[src/rtl/lkseq_pkg.sv]
package lkseq_pkg;

    typedef enum logic [2:0] {
        ST_IDLE,
        ST_PLAIN,
        ST_LOCK_RD,
        ST_HOLD,
        ST_LOCK_WR,
        ST_ABORT
    } seq_state_e;

    typedef enum logic [1:0] {
        RK_NONE,
        RK_OK,
        RK_ERR
    } rsp_kind_e;

    typedef enum logic [1:0] {
        RC_PLAIN,
        RC_LOCK_RD,
        RC_INVALID
    } req_class_e;

    // Invalid requests never open a locked sequence; a lone locked write is plain.
    function automatic req_class_e classify(input logic wr, input logic lk, input logic inv);
        if (inv)
            return RC_INVALID;
        else if (lk && !wr)
            return RC_LOCK_RD;
        else
            return RC_PLAIN;
    endfunction

    function automatic logic drives_bus(input seq_state_e s);
        return (s == ST_PLAIN) || (s == ST_LOCK_RD) || (s == ST_LOCK_WR);
    endfunction

    function automatic logic holds_lock(input seq_state_e s);
        return (s == ST_LOCK_RD) || (s == ST_HOLD) || (s == ST_LOCK_WR);
    endfunction

endpackage

[src/rtl/lkseq_cmd.sv]
module lkseq_cmd #(
    parameter int ADDR_W = 8,
    parameter int DATA_W = 32
) (
    input  logic              clk,
    input  logic              rst,
    input  logic              load,
    input  logic              req_write,
    input  logic [ADDR_W-1:0] req_addr,
    input  logic [DATA_W-1:0] req_wdata,
    output logic              cmd_write,
    output logic [ADDR_W-1:0] cmd_addr,
    output logic [DATA_W-1:0] cmd_wdata,
    output logic              addr_match
);
    typedef struct packed {
        logic              write;
        logic [ADDR_W-1:0] addr;
        logic [DATA_W-1:0] wdata;
    } cmd_t;

    cmd_t cmd_q;

    always_ff @(posedge clk) begin
        if (rst) begin
            cmd_q <= '0;
        end else if (load) begin
            cmd_q.write <= req_write;
            cmd_q.addr  <= req_addr;
            cmd_q.wdata <= req_wdata;
        end
    end

    assign cmd_write  = cmd_q.write;
    assign cmd_addr   = cmd_q.addr;
    assign cmd_wdata  = cmd_q.wdata;
    assign addr_match = (req_addr == cmd_q.addr);
endmodule

[src/rtl/lkseq_fsm.sv]
module lkseq_fsm
    import lkseq_pkg::*;
(
    input  logic       clk,
    input  logic       rst,
    input  logic       req_valid,
    input  logic       req_write,
    input  logic       req_lock,
    input  logic       req_invalid,
    input  logic       addr_match,
    input  logic       abort_in,
    input  logic       mem_ready,
    output seq_state_e state,
    output logic       req_ready,
    output logic       cmd_load,
    output rsp_kind_e  rsp_kind
);
    seq_state_e state_d;
    logic       abort_pend;
    logic       abort_pend_d;
    logic       accept;
    logic       pair_ok;
    req_class_e cls;

    assign cls     = classify(req_write, req_lock, req_invalid);
    assign pair_ok = req_lock && req_write && !req_invalid && addr_match && !abort_in;

    always_comb begin
        unique case (state)
            ST_IDLE: req_ready = 1'b1;
            ST_HOLD: req_ready = pair_ok;
            default: req_ready = 1'b0;
        endcase
    end

    assign accept = req_valid && req_ready;

    always_comb begin
        state_d      = state;
        cmd_load     = 1'b0;
        rsp_kind     = RK_NONE;
        abort_pend_d = 1'b0;
        unique case (state)
            ST_IDLE: begin
                if (accept) begin
                    unique case (cls)
                        RC_INVALID: rsp_kind = RK_ERR;
                        RC_LOCK_RD: begin
                            cmd_load = 1'b1;
                            state_d  = ST_LOCK_RD;
                        end
                        default: begin
                            cmd_load = 1'b1;
                            state_d  = ST_PLAIN;
                        end
                    endcase
                end
            end
            ST_PLAIN: begin
                if (mem_ready) begin
                    rsp_kind = RK_OK;
                    state_d  = ST_IDLE;
                end
            end
            ST_LOCK_RD: begin
                abort_pend_d = abort_pend || abort_in;
                if (mem_ready) begin
                    abort_pend_d = 1'b0;
                    if (abort_pend || abort_in) begin
                        rsp_kind = RK_ERR;
                        state_d  = ST_ABORT;
                    end else begin
                        rsp_kind = RK_OK;
                        state_d  = ST_HOLD;
                    end
                end
            end
            ST_HOLD: begin
                if (abort_in) begin
                    rsp_kind = RK_ERR;
                    state_d  = ST_ABORT;
                end else if (accept) begin
                    cmd_load = 1'b1;
                    state_d  = ST_LOCK_WR;
                end
            end
            ST_LOCK_WR: begin
                if (mem_ready) begin
                    rsp_kind = RK_OK;
                    state_d  = ST_IDLE;
                end
            end
            default: state_d = ST_IDLE;
        endcase
    end

    always_ff @(posedge clk) begin
        if (rst) begin
            state      <= ST_IDLE;
            abort_pend <= 1'b0;
        end else begin
            state      <= state_d;
            abort_pend <= abort_pend_d;
        end
    end

    // an abort during the locked read never leads back to a plain idle without release
    p_lockrd_abort_r8: assert property (@(posedge clk) disable iff (rst)
        (state == ST_LOCK_RD && abort_in) |=> (state == ST_LOCK_RD || state == ST_ABORT));

    // the locked write is not cut short by an abort
    p_wr_no_abort_r9: assert property (@(posedge clk) disable iff (rst)
        (state == ST_LOCK_WR && !mem_ready) |=> (state == ST_LOCK_WR));
endmodule

[src/rtl/lkseq_wdog.sv]
module lkseq_wdog #(
    parameter int LIMIT = 1024
) (
    input  logic clk,
    input  logic rst,
    input  logic in_hold,
    output logic timeout
);
    localparam int CW = $clog2(LIMIT + 1);

    logic [CW-1:0] cnt;

    always_ff @(posedge clk) begin
        if (rst || !in_hold)
            cnt <= '0;
        else if (cnt != CW'(LIMIT))
            cnt <= cnt + 1'b1;
    end

    assign timeout = in_hold && (cnt == CW'(LIMIT - 1));

    // the hold counter saturates and never wraps into a second pulse
    p_cnt_bound_r10: assert property (@(posedge clk) disable iff (rst)
        cnt <= CW'(LIMIT));
endmodule

[src/rtl/lkseq_rsp.sv]
module lkseq_rsp
    import lkseq_pkg::*;
#(
    parameter int DATA_W = 32
) (
    input  logic              clk,
    input  logic              rst,
    input  rsp_kind_e         rsp_kind,
    input  logic              cap_en,
    input  logic [DATA_W-1:0] mem_rdata,
    output logic              rsp_valid,
    output logic              rsp_err,
    output logic [DATA_W-1:0] rsp_rdata
);
    always_ff @(posedge clk) begin
        if (rst) begin
            rsp_valid <= 1'b0;
            rsp_err   <= 1'b0;
            rsp_rdata <= '0;
        end else begin
            rsp_valid <= (rsp_kind != RK_NONE);
            rsp_err   <= (rsp_kind == RK_ERR);
            if (cap_en)
                rsp_rdata <= mem_rdata;
        end
    end
endmodule

[src/rtl/lkseq_top.sv]
module lkseq_top
    import lkseq_pkg::*;
#(
    parameter int ADDR_W = 8,
    parameter int DATA_W = 32,
    parameter int LIMIT  = 1024
) (
    input  logic              clk,
    input  logic              rst,
    input  logic              req_valid,
    output logic              req_ready,
    input  logic              req_write,
    input  logic              req_lock,
    input  logic              req_invalid,
    input  logic [ADDR_W-1:0] req_addr,
    input  logic [DATA_W-1:0] req_wdata,
    output logic              rsp_valid,
    output logic              rsp_err,
    output logic [DATA_W-1:0] rsp_rdata,
    output logic              mem_valid,
    input  logic              mem_ready,
    output logic              mem_write,
    output logic              mem_lock,
    output logic [ADDR_W-1:0] mem_addr,
    output logic [DATA_W-1:0] mem_wdata,
    input  logic [DATA_W-1:0] mem_rdata,
    input  logic              abort_in,
    output logic              timeout_err
);
    seq_state_e state;
    rsp_kind_e  rsp_kind;
    logic       cmd_load;
    logic       addr_match;
    logic       cmd_write;

    lkseq_fsm u_fsm (
        .clk         (clk),
        .rst         (rst),
        .req_valid   (req_valid),
        .req_write   (req_write),
        .req_lock    (req_lock),
        .req_invalid (req_invalid),
        .addr_match  (addr_match),
        .abort_in    (abort_in),
        .mem_ready   (mem_ready),
        .state       (state),
        .req_ready   (req_ready),
        .cmd_load    (cmd_load),
        .rsp_kind    (rsp_kind)
    );

    lkseq_cmd #(.ADDR_W(ADDR_W), .DATA_W(DATA_W)) u_cmd (
        .clk        (clk),
        .rst        (rst),
        .load       (cmd_load),
        .req_write  (req_write),
        .req_addr   (req_addr),
        .req_wdata  (req_wdata),
        .cmd_write  (cmd_write),
        .cmd_addr   (mem_addr),
        .cmd_wdata  (mem_wdata),
        .addr_match (addr_match)
    );

    lkseq_wdog #(.LIMIT(LIMIT)) u_wdog (
        .clk     (clk),
        .rst     (rst),
        .in_hold (state == ST_HOLD),
        .timeout (timeout_err)
    );

    lkseq_rsp #(.DATA_W(DATA_W)) u_rsp (
        .clk       (clk),
        .rst       (rst),
        .rsp_kind  (rsp_kind),
        .cap_en    (mem_valid && mem_ready && !mem_write),
        .mem_rdata (mem_rdata),
        .rsp_valid (rsp_valid),
        .rsp_err   (rsp_err),
        .rsp_rdata (rsp_rdata)
    );

    assign mem_valid = drives_bus(state);
    assign mem_lock  = holds_lock(state);
    assign mem_write = cmd_write;

    // a pending memory cycle does not change under a stall
    p_mem_stable_r12: assert property (@(posedge clk) disable iff (rst)
        (mem_valid && !mem_ready) |=> (mem_valid && $stable(mem_addr)
                                       && $stable(mem_write) && $stable(mem_wdata)));

    // completing the locked write drops the lock and answers
    p_unlock_after_wr_r4: assert property (@(posedge clk) disable iff (rst)
        (mem_valid && mem_write && mem_lock && mem_ready)
            |=> (!mem_lock && rsp_valid && !rsp_err));

    // abort while holding releases the lock without a bus cycle
    p_abort_hold_r7: assert property (@(posedge clk) disable iff (rst)
        (mem_lock && !mem_valid && abort_in)
            |=> (!mem_lock && !mem_valid && rsp_valid && rsp_err));

    // an invalid request touches no bus and is answered with an error
    p_invalid_r6: assert property (@(posedge clk) disable iff (rst)
        (req_valid && req_ready && req_invalid)
            |=> (!mem_valid && !mem_lock && rsp_valid && rsp_err));

    // while holding only a locked write may be accepted
    p_hold_accept_r3: assert property (@(posedge clk) disable iff (rst)
        (mem_lock && !mem_valid && req_valid && req_ready) |-> (req_lock && req_write));

    // the timeout pulse only appears while holding
    p_timeout_r10: assert property (@(posedge clk) disable iff (rst)
        timeout_err |-> (mem_lock && !mem_valid));
endmodule

[config.mk]
export PLATFORM = sky130hd
export DESIGN_NAME = lkseq_top
export DESIGN_NICKNAME = d
export VERILOG_FILES = /design/src/rtl/lkseq_pkg.sv /design/src/rtl/lkseq_cmd.sv /design/src/rtl/lkseq_fsm.sv /design/src/rtl/lkseq_wdog.sv /design/src/rtl/lkseq_rsp.sv /design/src/rtl/lkseq_top.sv
export SDC_FILE = /design/constraint.sdc
export NUM_CORES = 1
export LEC_CHECK = 0
export BUFFER_PORTS_ARGS = -buffer_cell sky130_fd_sc_hd__buf_2
export CAP_MARGIN = 20
export CORE_MARGIN = 2
export CORE_UTILIZATION = 52
export DETAILED_ROUTE_END_ITERATION = 7
export GPL_ROUTABILITY_DRIVEN = 1
export PLACE_DENSITY = 0.85
export SETUP_SLACK_MARGIN = 0.2
export SYNTH_ARGS = -nofsm -noshare
export SYNTH_HDL_FRONTEND = slang
export SYNTH_SLANG_ARGS = --single-unit
[constraint.sdc]
create_clock -name clk -period 4.1 [get_ports clk]
set_input_delay 0.41 -clock clk [delete_from_list [all_inputs] [get_ports clk]]
set_output_delay 0.41 -clock clk [all_outputs]
set_load 0.05 [all_outputs]
# ---- Yosys cells after proc, flatten, opt, wreduce, memory -nomap -nowiden
# Cells that the tools add are included.
dict set report op_classes {
  add_sub_neg 1
  eq_ne 15
  muxes 23
  bitwise_logic 1
  n_reduce_logical 25
}
# cell count
set ops {}
lappend ops {{two-way mux 3 bit} 6}
lappend ops {{two-way mux 2 bit} 6}
lappend ops {{one-hot mux 3 bit (4 select lines)} 1}
lappend ops {{adder 11 x 1 -> 11 bit, second input constant} 1}
lappend ops {{equality test 11 x 10 -> 1 bit, second input constant} 1}
lappend ops {{!= test 11 bit, second input constant} 1}
lappend ops {{logical AND 1 bit} 9}
lappend ops {{equality test 8 bit} 1}
lappend ops {{one-hot mux 2 bit (4 select lines)} 1}
lappend ops {{equality test 3 x 2 -> 1 bit, second input constant} 2}
lappend ops {{logical OR 1 bit} 6}
lappend ops {{two-way mux 1 bit} 6}
lappend ops {{one-hot mux 3 bit (2 select lines)} 1}
lappend ops {{logical NOT 1 bit} 5}
lappend ops {{AND reduction 5 bit} 1}
lappend ops {{equality test 2 bit, second input constant} 2}
lappend ops {{!= test 2 x 1 -> 1 bit, second input constant} 2}
lappend ops {{!= test 2 bit, second input constant} 2}
lappend ops {{one-hot mux 1 bit (2 select lines)} 2}
lappend ops {{equality test 3 x 1 -> 1 bit, second input constant} 1}
lappend ops {{equality test 3 bit, second input constant} 1}
lappend ops {{logical NOT 3 bit} 1}
lappend ops {{!= test 3 bit, second input constant} 1}
lappend ops {{OR reduction 3 bit} 1}
lappend ops {{other kinds (4)} 4}
dict set report word_totals {
  register_bits 90
  input_bits 80
  out_inout_bits 79
  elab_cells 74
}

# ---- Logic depth before layout (Yosys ltp)
dict set report logic_depth {
  word_depth 9
  mapped_depth 7
}

# ---- By module
# Synthesis repeated with hierarchy kept, for this count alone.
dict set report unflattened {
  hier_cells 380
  hier_area_um2 3857.4
}
# module instances cells_per_inst area_each_um2 seq_area_each_um2
set modules_own_cells {}
lappend modules_own_cells {lkseq_cmd 1 144 1594.0 820.8}
lappend modules_own_cells {lkseq_rsp 1 109 1226.2 680.7}
lappend modules_own_cells {lkseq_wdog 1 66 590.6 220.2}
lappend modules_own_cells {lkseq_fsm 1 52 380.4 80.1}
lappend modules_own_cells {lkseq_top 1 9 66.3 0.0}

# ---- Worst setup path before layout
# Ideal clock, no wire load.
dict set report synth_path {
  path_type {reg-to-output}
  start {register u_wdog.cnt[0]}
  end {output port timeout_err}
  t_arrival_ns 2.464
  slack_ns 1.226
  path_stages_with_launch 6
  n_path_buf 0
  path_cell_list {dfxtp_1 -> ha_1 -> nand3_1 -> nor2_1 -> nand3_1 -> nor4_1}
}
dict set report synth_via {
  elab_chain_cells 2
}
# item line
set synth_lines {}
lappend synth_lines {{from (decl)} lkseq_wdog.sv:11} ;# logic [CW-1:0] cnt;
lappend synth_lines {{from (signal assigned)} lkseq_wdog.sv:17} ;# cnt <= cnt + 1'b1;
lappend synth_lines {{equality test 11 x 10 -> 1 bit} lkseq_wdog.sv:20} ;# assign timeout = in_hold && (cnt == CW'(LIMIT - 1));
lappend synth_lines {{logical AND 1 bit} lkseq_wdog.sv:20}
lappend synth_lines {{to (decl)} lkseq_top.sv:28} ;# output logic timeout_err
# Every way passes these cells.

# ---- Worst setup path after layout
# Ends and elaborated chain as after synthesis.

==> results.sh <==
export IMPL_syn_warnings=0
export IMPL_crit_path_depth=6
export IMPL_cell_area_after_layout_um2=5030
export IMPL_synthXorXnorAreaFrac=0.0391
export IMPL_post_cts_resized=0
export IMPL_finClkSkew_ps=10.0
export IMPL_fp_coreArea_um2=7610
export IMPL_count_of_max_cap_constraint_violations=0
export IMPL_grt_antenna_before_repair=0
export IMPL_critical_path_slowest_cell="sky130_fd_sc_hd__dfxtp_1"
export IMPL_clock_path_buffers=2
export IMPL_cp_startpoint="u_wdog.cnt[0]"
export IMPL_netlist_top_cells_count="sky130_fd_sc_hd__dfxtp_1, sky130_fd_sc_hd__nand2b_1, sky130_fd_sc_hd__mux2i_1, sky130_fd_sc_hd__nor2_1, sky130_fd_sc_hd__clkbuf_1"
export IMPL_dieArea_um2=8470
export IMPL_critical_path_endpoint_type="primary output"
export IMPL_yosys_most_used_dff="sky130_fd_sc_hd__dfxtp_1"
export IMPL_post_synth_mux_area_share=0.192
export IMPL_grt_start_max_net_pins=74
export IMPL_cts_buf_count=9
export IMPL_start_util=0.530
export IMPL_post_dp_hpwl_um=6410
export IMPL_final_cell_count_no_fill=667
export IMPL_finalHoldViolations=0
export IMPL_core_occupancy_in_the_finished_layout=0.662
export IMPL_globalplace_congestion=0.854
export IMPL_detailedRoute_firstIterationViolations=142
export IMPL_clock_tree_from_tritoncts="yes"
export IMPL_yosys_area_share_simple=0.243
export IMPL_design_final_nets=642
export IMPL_family_with_the_most_delay_on_the_worst_path="simple AND/OR/NAND/NOR gates"
export IMPL_synthArstFlopShare=0
export IMPL_synth_top_family_by_area="simple AND/OR/NAND/NOR gates"
export IMPL_synth_top_cell_area_share=0.447
export IMPL_wire_per_inst_um=13.1
export IMPL_worst_skew_pair_late_latency_ps=350
export IMPL_setup_violations=0
export IMPL_avgSynthCellArea_um2=9.78
export IMPL_drt_pre_antenna_iters=4
export IMPL_area_fraction_in_compound_gates_after_synthesis=0.0314
export IMPL_worst_path_buf_inv=1
export IMPL_clock_fmax_ghz=0.383
export IMPL_first_global_vias=3156
export IMPL_fin_tns_setup_ps=0
export IMPL_synth_most_common_cell="sky130_fd_sc_hd__dfxtp_1"
export IMPL_yosysSeqAreaShare=0.447
export IMPL_worstSetupPathType="reg -> out"
export IMPL_critical_path_top_cell_by_count="sky130_fd_sc_hd__nand3_1"
export IMPL_grt_pass1_wl_um=14100
export IMPL_maxSlewHeadroom=0.386
export IMPL_gr_total_overflow=0
export IMPL_grt_setup_unrepaired="no"
export IMPL_worst_r2r_path_depth=6
export IMPL_yosys_top_cells_area="sky130_fd_sc_hd__dfxtp_1, sky130_fd_sc_hd__mux2i_1, sky130_fd_sc_hd__nand2b_1, sky130_fd_sc_hd__nor2_1, sky130_fd_sc_hd__buf_6"
export IMPL_layout_area_overhead_vs_synth_pct=24.9
export IMPL_result_of_the_run="complete, no violations"
export IMPL_r2r_end="u_rsp.rsp_rdata[23]"
export IMPL_worstPathArrival_ps=2200
export IMPL_clock_pin_transition_on_the_worst_setup_and_hold_timing_paths_ps=90
export IMPL_critPathCapture="timeout_err"
export IMPL_filler_cell_count=652
export IMPL_report_final_slew_viol_count=0
export IMPL_postSynthRegisterBits=90
export IMPL_proportion_of_layout_cells_with_a_drive_suffix_above_1=0.326
export IMPL_netlist_cell_type_count=40
export IMPL_postCtsSetupBuffers=0
export IMPL_timing_hold_worst_class="in -> reg"
export IMPL_synth_enable_flop_cells=0
export IMPL_post_dp_cell_area_um2=4830
export IMPL_synth_area_um2=4030
export IMPL_top_level_ports=159
export IMPL_die_width_um=92.0
export IMPL_wl_um=8740
export IMPL_clk_root_buffer_cell="sky130_fd_sc_hd__clkbuf_8"
export IMPL_htree_levels=3
export IMPL_cellPowerDensity_nw_per_um2=458
export IMPL_yosys_area_share_adder=0.00621
export IMPL_tightest_slew_ps=921
export IMPL_syn_nets=494
export IMPL_worst_r2r_startpoint="u_fsm.state[0]"
export IMPL_routed_via_count=3316
export IMPL_r2r_setup_slk_ps=1900
export IMPL_ant_nets=0
export IMPL_cts_hold_repair_buffers=0
export IMPL_worst_hold_path_num_cells=3
export IMPL_cp_data_required_time_ps=3690
export IMPL_portBuffers=158
export IMPL_num_antenna_cells=0
export IMPL_postSynthCellCount=412
export IMPL_cp_cell_sequence="ha_1, nand3_1, nor2_1, nand3_1, nor4_1, buf_2"
export IMPL_crit_path_max_cell_delay_ps=420
export IMPL_placedCellCount=651
export IMPL_power_leakage_nw=2.40
export IMPL_die_height_um=92.0
export IMPL_finalPower_mw=2.30
export IMPL_crit_path_start_kind="register"
export IMPL_drc=0
export IMPL_final_min_clock_period_ps=2610
export IMPL_critPathMaxFanout=5
export IMPL_drt_vias_per_instance=4.97
export IMPL_numClockSinks=90
export IMPL_placementRows=32
export IMPL_final_min_period_over_clock_period=0.637
export IMPL_vdd_ir_drop_worst_v=0.000259
export IMPL_grt_usage=0.205
export IMPL_synth_largest_area_cell="sky130_fd_sc_hd__dfxtp_1"
worst min path at each step:
stage / slack [ps] / to / startpoint
after floorplan: 490 / u_wdog.cnt[9] / u_wdog.cnt[9]
after global placement: 460 / u_cmd.cmd_wdata[21] / u_cmd.cmd_wdata[21]
after CTS: 280 / u_rsp.rsp_rdata[1] / mem_rdata[1]
after detailed placement: 470 / u_cmd.cmd_wdata[29] / u_cmd.cmd_wdata[29]
final: 290 / u_rsp.rsp_rdata[24] / mem_rdata[24]
after global routing: 280 / u_rsp.rsp_rdata[1] / mem_rdata[1]
per-stage QoR:
| step | hold slack, ps | setup WS (ps) |
|---|---|---|
| final | 294 | 1490 |
| after global routing | 284 | 1350 |
| after CTS | 279 | 1460 |
| after detailed placement | 469 | 1870 |
| after global placement | 457 | 1850 |
| after floorplan | 492 | 1230 |
power by group:
| group | internal, mW | switching (mW) |
|---|---|---|
| sequential | 0.948 | 0.0547 |
| clock | 0.284 | 0.318 |
| combinational | 0.224 | 0.474 |
sequential cells by signal, summed over array words and instances, names as in the netlist:
name	cells
u_cmd.cmd_addr	8
u_fsm.abort_pend	1
u_rsp.rsp_valid	1
u_cmd.cmd_write	1
u_rsp.rsp_rdata	32
u_rsp.rsp_err	1
u_cmd.cmd_wdata	32
u_fsm.state	3
u_wdog.cnt	11
cell families (layout without fill, tap and decap cells):
group,count (synthesis),after routing
AO/OA/AOI/OAI,15,15
XOR/XNOR,18,18
adder cells (fa/ha/maj),2,2
buffers and inverters,29,182
flip-flops,90,90
multiplexers,77,77
AND/OR/NAND/NOR,181,181
cells in the final DEF (no fill, tap or decap), types with 2 or more instances in the layout:
cell,n
sky130_fd_sc_hd__buf_2,158
sky130_fd_sc_hd__dfxtp_1,90
sky130_fd_sc_hd__nand2b_1,84
sky130_fd_sc_hd__mux2i_1,74
sky130_fd_sc_hd__nor2_1,55
sky130_fd_sc_hd__nand2_1,11
sky130_fd_sc_hd__xnor2_1,9
sky130_fd_sc_hd__nand3_1,9
sky130_fd_sc_hd__xor2_1,9
sky130_fd_sc_hd__clkbuf_8,9
sky130_fd_sc_hd__nor4_1,5
sky130_fd_sc_hd__inv_1,4
sky130_fd_sc_hd__a21oi_1,4
sky130_fd_sc_hd__nor3_1,4
sky130_fd_sc_hd__nor2b_1,4
sky130_fd_sc_hd__clkinvlp_4,4
sky130_fd_sc_hd__buf_4,3
sky130_fd_sc_hd__o31ai_1,2
sky130_fd_sc_hd__mux2_1,2
sky130_fd_sc_hd__ha_1,2
layout make-up:
class	count	area [um2]	share of cell area
clock buffer	9	124	0.0246
clock inverter	7	77.6	0.0154
inverter	5	18.8	0.00373
multi-input combinational	293	2070	0.411
sequential	90	1800	0.358
tap	102	128	0.0254
timing repair buffer	161	813	0.162
layer usage:
layer  track usage  share of wire  up-vias
li1              -              -     1661
met1         0.239           0.42     1523
met2         0.358           0.49      123
met3        0.0526          0.070        9
met4        0.0796          0.013        0
met5             0              0        -
worst reg2reg max path: stages, from the launching register on:
cell,delay [ps]
sky130_fd_sc_hd__dfxtp_1,680
sky130_fd_sc_hd__xor2_1,190
sky130_fd_sc_hd__nand2_1,120
sky130_fd_sc_hd__a211oi_4,240
sky130_fd_sc_hd__buf_4,470
sky130_fd_sc_hd__mux2i_1,300
sky130_fd_sc_hd__nor2_1,70
Power figures use the tool's default switching activity.
